$ cat src/rtl/pb_bist_pkg.sv
package pb_bist_pkg;
  typedef enum logic [1:0] {
    RUN_IDLE  = 2'd0,
    RUN_SEED  = 2'd1,
    RUN_CHECK = 2'd2
  } run_state_e;
endpackage

$ cat src/rtl/pb_pattern_gen.sv
module pb_pattern_gen #(
  parameter int ORDER = 7,
  parameter int TAP_A = 7,
  parameter int TAP_B = 6,
  parameter int WIDTH = 24
) (
  input  logic             clk_i,
  input  logic             rst_i,
  input  logic             load_i,
  input  logic [WIDTH-1:0] load_word_i,
  input  logic             step_i,
  output logic [WIDTH-1:0] expect_o
);
  logic [ORDER-1:0] state_q;
  logic [ORDER-1:0] chain [WIDTH+1];
  logic [WIDTH-1:0] bits;

  assign chain[0] = state_q;

  // unrolled LFSR: one stage per payload bit, oldest bit lands in the MSB
  for (genvar k = 0; k < WIDTH; k++) begin : g_stage
    logic fresh;
    assign fresh               = chain[k][TAP_A-1] ^ chain[k][TAP_B-1];
    assign chain[k+1]          = {chain[k][ORDER-2:0], fresh};
    assign bits[WIDTH-1-k]     = fresh;
  end

  assign expect_o = bits;

  always_ff @(posedge clk_i) begin
    if (rst_i)       state_q <= '0;
    else if (load_i) state_q <= load_word_i[ORDER-1:0];
    else if (step_i) state_q <= chain[WIDTH];
  end
endmodule

$ cat src/rtl/pb_mismatch.sv
module pb_mismatch #(
  parameter int WIDTH = 24
) (
  input  logic [WIDTH-1:0] got_i,
  input  logic [WIDTH-1:0] exp_i,
  output logic             bad_o
);
  logic [WIDTH-1:0] diff;
  assign diff  = got_i ^ exp_i;
  assign bad_o = |diff;
endmodule

$ cat src/rtl/pb_err_counter.sv
module pb_err_counter #(
  parameter int CNT_W = 32
) (
  input  logic             clk_i,
  input  logic             rst_i,
  input  logic             clear_i,
  input  logic             bump_i,
  output logic [CNT_W-1:0] count_o
);
  localparam logic [CNT_W-1:0] CeilVal = {CNT_W{1'b1}};

  always_ff @(posedge clk_i) begin
    if (rst_i || clear_i)                 count_o <= '0;
    else if (bump_i && count_o != CeilVal) count_o <= count_o + 1'b1;
  end
endmodule

$ cat src/rtl/pb_seq_ctrl.sv
module pb_seq_ctrl
  import pb_bist_pkg::*;
(
  input  logic clk_i,
  input  logic rst_i,
  input  logic en_i,
  input  logic valid_i,
  input  logic bad_i,
  output logic start_o,
  output logic load_o,
  output logic check_o,
  output logic strobe_o,
  output logic failed_o,
  output logic running_o
);
  run_state_e state_q;
  logic       hit;

  assign start_o   = (state_q == RUN_IDLE) && en_i;
  assign load_o    = (state_q == RUN_SEED) && en_i && valid_i;
  assign check_o   = (state_q == RUN_CHECK) && en_i && valid_i;
  assign hit       = check_o && bad_i;
  assign running_o = (state_q != RUN_IDLE);

  always_ff @(posedge clk_i) begin
    if (rst_i) begin
      state_q  <= RUN_IDLE;
      strobe_o <= 1'b0;
      failed_o <= 1'b0;
    end else begin
      strobe_o <= hit;
      if (start_o)  failed_o <= 1'b0;
      else if (hit) failed_o <= 1'b1;
      unique case (state_q)
        RUN_IDLE:  if (en_i) state_q <= RUN_SEED;
        RUN_SEED:  if (!en_i) state_q <= RUN_IDLE;
                   else if (valid_i) state_q <= RUN_CHECK;
        RUN_CHECK: if (!en_i) state_q <= RUN_IDLE;
        default:   state_q <= RUN_IDLE;
      endcase
    end
  end
endmodule

$ cat src/rtl/prbs_payload_bist.sv
module prbs_payload_bist #(
  parameter int PAYLOAD_W = 24,
  parameter int CTRL_W    = 3,
  parameter int CNT_W     = 32,
  parameter int ORDER     = 7,
  parameter int TAP_A     = 7,
  parameter int TAP_B     = 6
) (
  input  logic                 clk_i,
  input  logic                 rst_i,
  input  logic                 bist_en_i,
  input  logic                 in_valid_i,
  output logic                 in_ready_o,
  input  logic [PAYLOAD_W-1:0] in_data_i,
  input  logic [CTRL_W-1:0]    in_ctrl_i,
  output logic                 out_valid_o,
  input  logic                 out_ready_i,
  output logic [PAYLOAD_W-1:0] out_data_o,
  output logic [CTRL_W-1:0]    out_ctrl_o,
  output logic                 pass_o,
  output logic                 bist_active_o,
  output logic [CNT_W-1:0]     err_count_o
);
  logic                 start, load, check, strobe, failed, running, bad;
  logic [PAYLOAD_W-1:0] expect_word;

  pb_seq_ctrl u_ctrl (
    .clk_i    (clk_i),
    .rst_i    (rst_i),
    .en_i     (bist_en_i),
    .valid_i  (in_valid_i),
    .bad_i    (bad),
    .start_o  (start),
    .load_o   (load),
    .check_o  (check),
    .strobe_o (strobe),
    .failed_o (failed),
    .running_o(running)
  );

  pb_pattern_gen #(
    .ORDER(ORDER), .TAP_A(TAP_A), .TAP_B(TAP_B), .WIDTH(PAYLOAD_W)
  ) u_gen (
    .clk_i      (clk_i),
    .rst_i      (rst_i),
    .load_i     (load),
    .load_word_i(in_data_i),
    .step_i     (check),
    .expect_o   (expect_word)
  );

  pb_mismatch #(.WIDTH(PAYLOAD_W)) u_cmp (
    .got_i(in_data_i),
    .exp_i(expect_word),
    .bad_o(bad)
  );

  pb_err_counter #(.CNT_W(CNT_W)) u_cnt (
    .clk_i  (clk_i),
    .rst_i  (rst_i),
    .clear_i(start),
    .bump_i (check && bad),
    .count_o(err_count_o)
  );

  // stream path: silenced and always accepting during a run
  assign out_valid_o   = running ? 1'b0 : in_valid_i;
  assign out_data_o    = running ? '0   : in_data_i;
  assign out_ctrl_o    = running ? '0   : in_ctrl_i;
  assign in_ready_o    = running ? 1'b1 : out_ready_i;
  assign bist_active_o = running;

  // strobe occupies the low phase of the cycle after the bad payload
  assign pass_o = running ? ~(strobe & ~clk_i) : ~failed;
endmodule

$ cat config.mk
export PLATFORM = sky130hd
export DESIGN_NAME = prbs_payload_bist
export DESIGN_NICKNAME = d
export VERILOG_FILES = /design/src/rtl/pb_bist_pkg.sv /design/src/rtl/pb_pattern_gen.sv /design/src/rtl/pb_mismatch.sv /design/src/rtl/pb_err_counter.sv /design/src/rtl/pb_seq_ctrl.sv /design/src/rtl/prbs_payload_bist.sv
export SDC_FILE = /design/constraint.sdc
export NUM_CORES = 1
export LEC_CHECK = 0
export BUFFER_PORTS_ARGS = -buffer_cell sky130_fd_sc_hd__buf_2
export CAP_MARGIN = 20
export CORE_MARGIN = 2
export CORE_UTILIZATION = 31
export CTS_CLUSTER_SIZE = 20
export DETAILED_ROUTE_END_ITERATION = 12
export PLACE_DENSITY_LB_ADDON = 0.3
export SYNTH_ARGS = -nofsm -noshare
export SYNTH_HDL_FRONTEND = slang
export SYNTH_HIERARCHICAL = 1
export SYNTH_SLANG_ARGS = --single-unit
$ cat constraint.sdc
create_clock -name clk_i -period 4.5 [get_ports clk_i]
set_input_delay 0.45 -clock clk_i [delete_from_list [all_inputs] [get_ports clk_i]]
set_output_delay 0.45 -clock clk_i [all_outputs]
set_load 0.005 [all_outputs]
==> results of run 1 <==
cells by family after synthesis:
logic type | share of synthesized area, %
AOI/OAI and AO/OA | 15.6
xor gates and xnor gates | 16.3
adders and majority gates | 0.395
buffers and inverters | 11.5
DFF | 27.2
muxes | 1.58
and+or+nand+nor | 27.5
through the flow:
step                      setup WS [ns]  utilization [%]  cell area (µm²)
after global routing               1.14             36.7             3620
final                              1.20             36.7             3620
after global placement             1.49             35.4             3490
after CTS                          1.16             36.7             3620
after floorplan                    1.63                -             3170
after detailed placement           1.41             35.4             3490
registers in the layout, summed over array words and instances (netlist names):
name	count
u_cnt/count_o	32
u_ctrl/failed_o	1
u_ctrl/state_q	2
u_ctrl/strobe_o	1
u_gen/state_q	7
metal layers:
layer  global-route usage (%)  vias to the layer above
met5                        0                        -
met4                     4.19                        0
met3                     4.24                       11
met2                     23.1                       96
met1                     15.8                     1290
li1                         -                     1412
area by class of cell:
| class | count | share of cell area [%] |
|---|---|---|
| inverters | 12 | 1.25 |
| clock buffers | 10 | 3.56 |
| clock inverters | 1 | 0.138 |
| flip-flops and latches | 43 | 23.8 |
| repair buffers | 93 | 12.9 |
| well taps | 133 | 4.60 |
| multi-input cells | 277 | 53.8 |
synth_stat cells, types with 3 or more instances:
cell | n | share of area (%)
nand2_1 | 17 | 2.0
nand3_1 | 12 | 1.9
or3_2 | 4 | 0.95
buf_4 | 26 | 6.2
o21ai_0 | 13 | 2.1
inv_1 | 11 | 1.3
or4_1 | 9 | 2.1
a21oi_2 | 7 | 1.9
nor2_1 | 14 | 1.7
a21oi_1 | 25 | 3.9
nand4_1 | 12 | 2.4
buf_2 | 5 | 0.79
dfxtp_1 | 43 | 27
nor4_1 | 3 | 0.59
or3_1 | 16 | 3.2
buf_6 | 7 | 2.5
mux2i_1 | 5 | 1.6
xor2_1 | 20 | 5.5
and4_1 | 4 | 1.1
o21ai_1 | 8 | 1.3
nor2b_1 | 29 | 5.7
xnor2_1 | 34 | 9.4
clkbuf_1 | 3 | 0.36
o31ai_1 | 9 | 2.1
power breakdown:
group	switching [W]	total, W	internal [W]
clock network	0.000140	0.000317	0.000177
logic	0.0000617	0.000122	0.0000604
registers	0.00000593	0.000388	0.000383
total	0.000208	0.000828	0.000620
worst paths after layout:
check | slack, ns | from | end
max | 1.20 | clk_i | pass_o
min | 0.30 | in_valid_i | u_ctrl/state_q[0]$_SDFFE_PP0P_
max reg2reg | 1.41 | u_gen/state_q[0]$_SDFFE_PP0P_ | u_cnt/count_o[29]$_SDFFE_PP0P_
min reg2reg | 0.48 | u_ctrl/failed_o$_SDFFE_PP0P_ | u_ctrl/failed_o$_SDFFE_PP0P_
==> metrics.log, run 1 <==
[metrics] result of the run: finished clean
[metrics] number of enable-type register cells in the synthesized netlist: 0
[metrics] post-route ant nets: 0
[metrics] count of placed standard cells in the final layout, fillers left out: 569
[metrics] nature of the critical path startpoint: clock port
[metrics] number of antenna diodes: 0
[metrics] Pleak: 1.43 nW
[metrics] vias in the first global route: 2,568
[metrics] core footprint: 9860 µm²
[metrics] post-synthesis cell area: 3170 µm²
[metrics] final-layout worst hold slack: 0.303 ns
[metrics] number of warning messages in the yosys log: 6
[metrics] register clock-pin slew on the reported worst setup and hold paths: 0.08 ns
[metrics] highest metal used: met4
[metrics] Routed Wire Length: 7.39 mm
[metrics] total number of vias: 2,809
[metrics] power per cell area: 229 nW/µm²
[metrics] number of nets in the layout: 469
[metrics] die boundary height: 105 µm
[metrics] Netlist cell types: 52
[metrics] DR WL/cell: 13.0 µm
[metrics] number of setup buffers added after CTS: 0
[metrics] Worst Clk Skew: 0.00402 ns
[metrics] Data arrival, critical path: 2.85 ns
[metrics] count of buffering cells on the critical path with inverters included: 3
[metrics] PnR Total Power: 0.000828 W
[metrics] ordered cell list for the critical path: clkbuf_8 > clkbuf_8 > nor2b_1 > mux2i_1 > buf_2
[metrics] peak ir drop on the vdd network: 0.000150 V
[metrics] Filler Cells Inserted: 1,047
[metrics] fraction of synthesis flops using an asynchronous set or reset pin: 0%
[metrics] PortBufs: 94
[metrics] most frequent cell on the critical path: clkbuf_8
[metrics] register area share after synthesis: 27.2%
[metrics] CTS tree: done
[metrics] count of final max-slew check failures: 0
[metrics] initial antenna violation count: 0
[metrics] critical setup path kind: clock port to output pin
[metrics] I/O Pins: 95
[metrics] share of post-route cells with drive strength above 1: 31.0%
[metrics] first drt pass iteration count: 4
[metrics] hold_buf cts: 0
[metrics] cell family with most CP delay: buffers and inverters
[metrics] Skew-Pair Late Insertion Delay: 0.40 ns
[metrics] CP max FO: 2
[metrics] RSZ-0062 raised after global routing: no
[metrics] most common library cell in the layout ignoring fill and taps: buf_2
[metrics] Met3 Wirelength: 538 µm
[metrics] required time of the critical path: 4.05 ns
[metrics] global-route wire length before repair: 12.2 mm
[metrics] area of the die: 11,100 µm²
[metrics] main flop type after synthesis: dfxtp_1
[metrics] number of design rule violations left after detail routing: 0
[metrics] number of cells on the worst hold path: 2
[metrics] transition at the pin with the smallest max-transition slack: 0.831 ns
[metrics] cell count after synthesis: 374
[metrics] final HPWL from detailed placement: 5.56 mm
[metrics] aggregate global routing overflow: 0
[metrics] slowest cell on the critical path: buf_2
[metrics] chip width: 105 µm
[metrics] flip-flop and latch count after synthesis: 43
[metrics] starting density of the core: 32.1%
[metrics] multi-input logic area: 1950 µm²
[metrics] setup violators final: 0
[metrics] instance count after placement with tap cells included: 559
[metrics] final total negative setup slack: 0 ns
[metrics] worst max-slew margin expressed relative to the limit: 44.6%
[metrics] average vias per placed instance: 4.94
[metrics] all-layer global routing usage: 13.4%
[metrics] routability congestion estimate from global placement: 0.786
[metrics] Gates resized, CTS repair: 0
[metrics] Starting DRT DRC Count: 82
[metrics] syn avg cell area: 8.48 µm²
[metrics] reported max-cap violation count: 0
[metrics] synthesized netlist net count: 407
[metrics] largest stage delay on the critical path: 0.17 ns
[metrics] number of cells on the critical path: 5
[metrics] largest net degree at the start of global routing: 33
[metrics] Sequential cell area: 861 µm²
[metrics] R2R cell count: 11
[metrics] placement row count: 36
[metrics] type of destination of the critical path: output pin
[metrics] commonest cells after routing, fill and taps aside: buf_2 (94), dfxtp_1 (43), xnor2_1 (34), nor2b_1 (29), a21oi_1 (25)
[metrics] final hold vios: 0
[metrics] sum of met2 wire segment lengths after detailed routing: 3.41 mm
[metrics] layout overhead on the synthesized area: 14.1%
[metrics] worst hold path class: input port to register
[metrics] WL met1: 3.35 mm
(Power assumes the default switching activity.)
==> inputs of run 2 (changes only) <==
--- a/config.mk
+++ b/config.mk
@@ -5,6 +5,7 @@
 export SDC_FILE = /design/constraint.sdc
 export NUM_CORES = 1
 export LEC_CHECK = 0
+export ABC_AREA = 1
 export BUFFER_PORTS_ARGS = -buffer_cell sky130_fd_sc_hd__buf_2
 export CAP_MARGIN = 20
 export CORE_MARGIN = 2
==> constraint.sdc (replaced) <==
create_clock -name clk_i -period 3.1 [get_ports clk_i]
set_input_delay 0.31 -clock clk_i [delete_from_list [all_inputs] [get_ports clk_i]]
set_output_delay 0.31 -clock clk_i [all_outputs]
set_load 0.005 [all_outputs]
==> run 2 against run 1 <==
Against the previous run:
- critical path depth increased by 20
- die area is 21% higher
- via count grew 45%
- clock power up 85%
- hold slack improved by 0.027 ns
- sequential power is 44% higher
- register-to-register slack got worse by 1.0 ns
==> metrics.log, run 2 <==
[metrics] result of the run: finished clean
[metrics] commonest cells after routing, fill and taps aside: nand2_1 (208), nor2_1 (130), inv_1 (102), buf_2 (94), nand3_1 (40)
[metrics] flip-flop and latch count after synthesis: 43 (unchanged)
[metrics] number of antenna diodes: 0 (unchanged)
[metrics] worst max-slew margin expressed relative to the limit: 41.8% (-2.8 points)
[metrics] area of the die: 13,400 µm² (+21%)
[metrics] Skew-Pair Late Insertion Delay: 0.28 ns (-0.12 ns)
[metrics] number of enable-type register cells in the synthesized netlist: 0 (unchanged)
[metrics] part of the cycle the worst path needs: 87.1%
[metrics] type of destination of the critical path: register
[metrics] share of Yosys cell area claimed by the top area cell type: 22.3% (-4.9 points)
[metrics] Data arrival, critical path: 2.88 ns (+0.03 ns)
[metrics] Inserted Clock Buffers: 5
[metrics] first drt pass iteration count: 5 (+1)
[metrics] main flop type after synthesis: dfxtp_1
[metrics] largest register by flop count: u_cnt/count_o
[metrics] nature of the critical path startpoint: register
[metrics] average vias per placed instance: 4.36 (-12%)
[metrics] count of final max-slew check failures: 0 (unchanged)
[metrics] number of nets in the layout: 796 (+70%)
[metrics] PnR Total Power: 0.00139 W (+68%)
[metrics] routability congestion estimate from global placement: 0.853 (+8.5%)
[metrics] all-layer global routing usage: 15.5% (+2.1 points)
[metrics] post-synthesis cell area: 3860 µm² (+22%)
[metrics] ranking of synthesized cells by area: dfxtp_1 (22%), nand2_1 (20%), nor2_1 (13%)
[metrics] maximum frequency from static timing analysis: 370 MHz
[metrics] R2R cell count: 25 (+14)
[metrics] number of warning messages in the yosys log: 6 (unchanged)
[metrics] I/O Pins: 95 (unchanged)
[metrics] Pleak: 2.29 nW (+60%)
[metrics] reported max-cap violation count: 0 (unchanged)
[metrics] transition at the pin with the smallest max-transition slack: 0.872 ns (+0.0411 ns)
[metrics] Netlist cell types: 34 (-35%)
[metrics] buffers from clock root to sink, at most: 2
[metrics] final-layout worst hold slack: 0.331 ns (+0.0272 ns)
[metrics] placement row count: 40 (+11%)
[metrics] final hold vios: 0 (unchanged)
[metrics] number of design rule violations left after detail routing: 0 (unchanged)
[metrics] required time of the critical path: 3.28 ns (-0.77 ns)
[metrics] fraction of synthesis flops using an asynchronous set or reset pin: 0% (unchanged)
[metrics] CP max FO: 9 (+7)
[metrics] syn avg cell area: 5.56 µm² (-34%)
[metrics] die boundary height: 116 µm (+10%)
[metrics] count leader, synth: nand2_1
[metrics] flop-to-flop setup slack: 0.40 ns (-1.01 ns)
[metrics] RSZ-0062 raised after global routing: no
[metrics] final HPWL from detailed placement: 7.89 mm (+42%)
[metrics] share of post-route cells with drive strength above 1: 23.4% (-7.5 points)
[metrics] synthesized netlist net count: 728 (+79%)
[metrics] post-route ant nets: 0 (unchanged)
[metrics] leading cell types by count after synthesis: nand2_1 (210), nor2_1 (137), inv_1 (103)
[metrics] CTS tree: done
[metrics] vias in the first global route: 3,563 (+39%)
[metrics] Regs by FF count: u_cnt/count_o (32), u_gen/state_q (7), u_ctrl/state_q (2)
[metrics] initial antenna violation count: 0 (unchanged)
[metrics] Worst Clk Skew: 0.00569 ns (+0.00167 ns)
[metrics] critical setup path kind: register to register
[metrics] FF-to-FF Start: u_gen/state_q[3]$_SDFFE_PP0P_
[metrics] clock tree root driver cell: clkbuf_16
[metrics] PortBufs: 94 (unchanged)
[metrics] CTS HTree Levels: 2
[metrics] most common library cell in the layout ignoring fill and taps: nand2_1
[metrics] core footprint: 12,100 µm² (+23%)
[metrics] Starting DRT DRC Count: 249 (+200%)
[metrics] register clock-pin slew on the reported worst setup and hold paths: 0.07 ns (about the same)
[metrics] worst hold path class: input port to register
[metrics] aggregate global routing overflow: 0 (unchanged)
[metrics] worst reg2reg endpoint: u_cnt/count_o[25]$_SDFFE_PP0P_
[metrics] global-route wire length before repair: 16.9 mm (+38%)
[metrics] Synth area leader: dfxtp_1
[metrics] chip width: 116 µm (+10%)
[metrics] power per cell area: 306 nW/µm² (+34%)
[metrics] final total negative setup slack: 0 ns (unchanged)
[metrics] DR WL/cell: 10.9 µm (-16%)
[metrics] cell count after synthesis: 695 (+86%)
[metrics] peak ir drop on the vdd network: 0.000237 V (+58%)
[metrics] utilization of the core after routing: 37.4% (+0.77 points)
[metrics] Largest register FFs: 32 (unchanged)
[metrics] register area share after synthesis: 22.3% (-4.9 points)
[metrics] launch instance of the worst min-delay path: in_valid_i
[metrics] capture point of the worst path: u_cnt/count_o[25]$_SDFFE_PP0P_
[metrics] total number of vias: 4,064 (+45%)
[metrics] largest net degree at the start of global routing: 33 (unchanged)
[metrics] starting density of the core: 31.9% (-0.23 points)
[metrics] Routed Wire Length: 10.1 mm (+37%)
[metrics] first element of the critical path: u_gen/state_q[3]$_SDFFE_PP0P_
[metrics] setup violators final: 0 (unchanged)
[metrics] minimum period implied by the final worst setup slack: 2.70 ns
[metrics] layout overhead on the synthesized area: 17.3%
run 2: changes by cell type after synthesis, sizes merged, moves of 9 or more:
cell | previous run | this run
nor2 | 14 | 146
nor2b | 29 | 0
o21ai | 22 | 1
o31ai | 11 | 0
nand2 | 19 | 228
nand3 | 12 | 50
xnor2 | 35 | 4
nand4 | 13 | 4
or3 | 20 | 0
xor2 | 21 | 7
inv | 11 | 114
or4 | 10 | 0
run 2: worst max-delay path, stage by stage, from the launching register on:
cell and delay, ns:
dfxtp_4 0.37, inv_1 0.11, nand2_1 0.07, nand2_2 0.12, nand2_1 0.08, nand2_2 0.13, inv_2 0.06, nand2_1 0.07
and2_1 0.14, inv_1 0.04, nand2_1 0.05, nand2_1 0.05, nor2_1 0.08, nand2_1 0.06, nor2_1 0.11, nand3_1 0.15
nand2_1 0.11, inv_2 0.06, inv_4 0.13, nor2_4 0.07, nand2_1 0.14, inv_1 0.10, nand2_1 0.08, nor2_2 0.05
a21oi_1 0.12, nor2_1 0.06
run 2: timing repair:
action	CTS	global route
gates resized for setup	1	24
hold buffers	0	0
setup buffers	0	2
pin swaps	0	1
endpoints found under the setup margin	1	16
run 2: worst min-delay path by stage:
stage / to / slack [ns] / cells past startpoint
after CTS: u_ctrl/strobe_o$_SDFF_PP0_ / 0.33 / 3
after floorplan: u_ctrl/state_q[1]$_SDFFE_PP0P_ / 0.37 / 1
final: u_ctrl/strobe_o$_SDFF_PP0_ / 0.33 / 3
after detailed placement: u_ctrl/failed_o$_SDFFE_PP0P_ / 0.45 / 2
after global placement: u_ctrl/failed_o$_SDFFE_PP0P_ / 0.45 / 2
after global routing: u_ctrl/failed_o$_SDFFE_PP0P_ / 0.34 / 3
run 2: kinds of logic (layout without fill, tap and decap cells):
family                   count (synthesis)  count (layout)  synth area share [%]
buffers and inverters                  154             223                  18.9
XOR/XNOR                                11              11                  2.49
AO/OA/AOI/OAI                           42              42                  6.18
adder cells (fa/ha/maj)                  1               1                 0.324
AND/OR/NAND/NOR                        444             444                  49.9
flip-flops                              43              43                  22.3
run 2: layer usage:
metal  global-route usage [%]  vias to the layer above  wire length [µm]
met4                     3.57                        0               116
li1                         -                     2217                 -
met5                        0                        -                 0
met2                     24.9                      122              4370
met3                     2.51                       10               596
met1                     21.8                     1715              5060
run 2: per-stage QoR:
step | cell area [µm²] | instances | setup WS (ns)
6_report | 4530 | 932 | 0.401
5_1_grt | 4530 | 932 | 0.0388
4_1_cts | 4450 | 930 | 0.107
3_5_place_dp | 4280 | 922 | 0.0290
3_3_place_gp | 4280 | 922 | 0.0423
2_1_floorplan | 3860 | 695 | 0.602
run 2: final cells by class:
type	count	area, µm²
fill	1415	7580
clock buffer	7	155
clock inverter	3	15.0
inverter	115	440
sequential	43	872
multi-input combinational	498	2330
timing repair buffer	98	507
tap	168	210
run 2: where the power goes:
group	internal, W	leakage [nW]	switching (W)
Clock	0.000350	0.0943	0.000236
Sequential	0.000554	0.350	0.00000510
Combinational	0.0000981	1.84	0.000145
Total	0.00100	2.29	0.000386
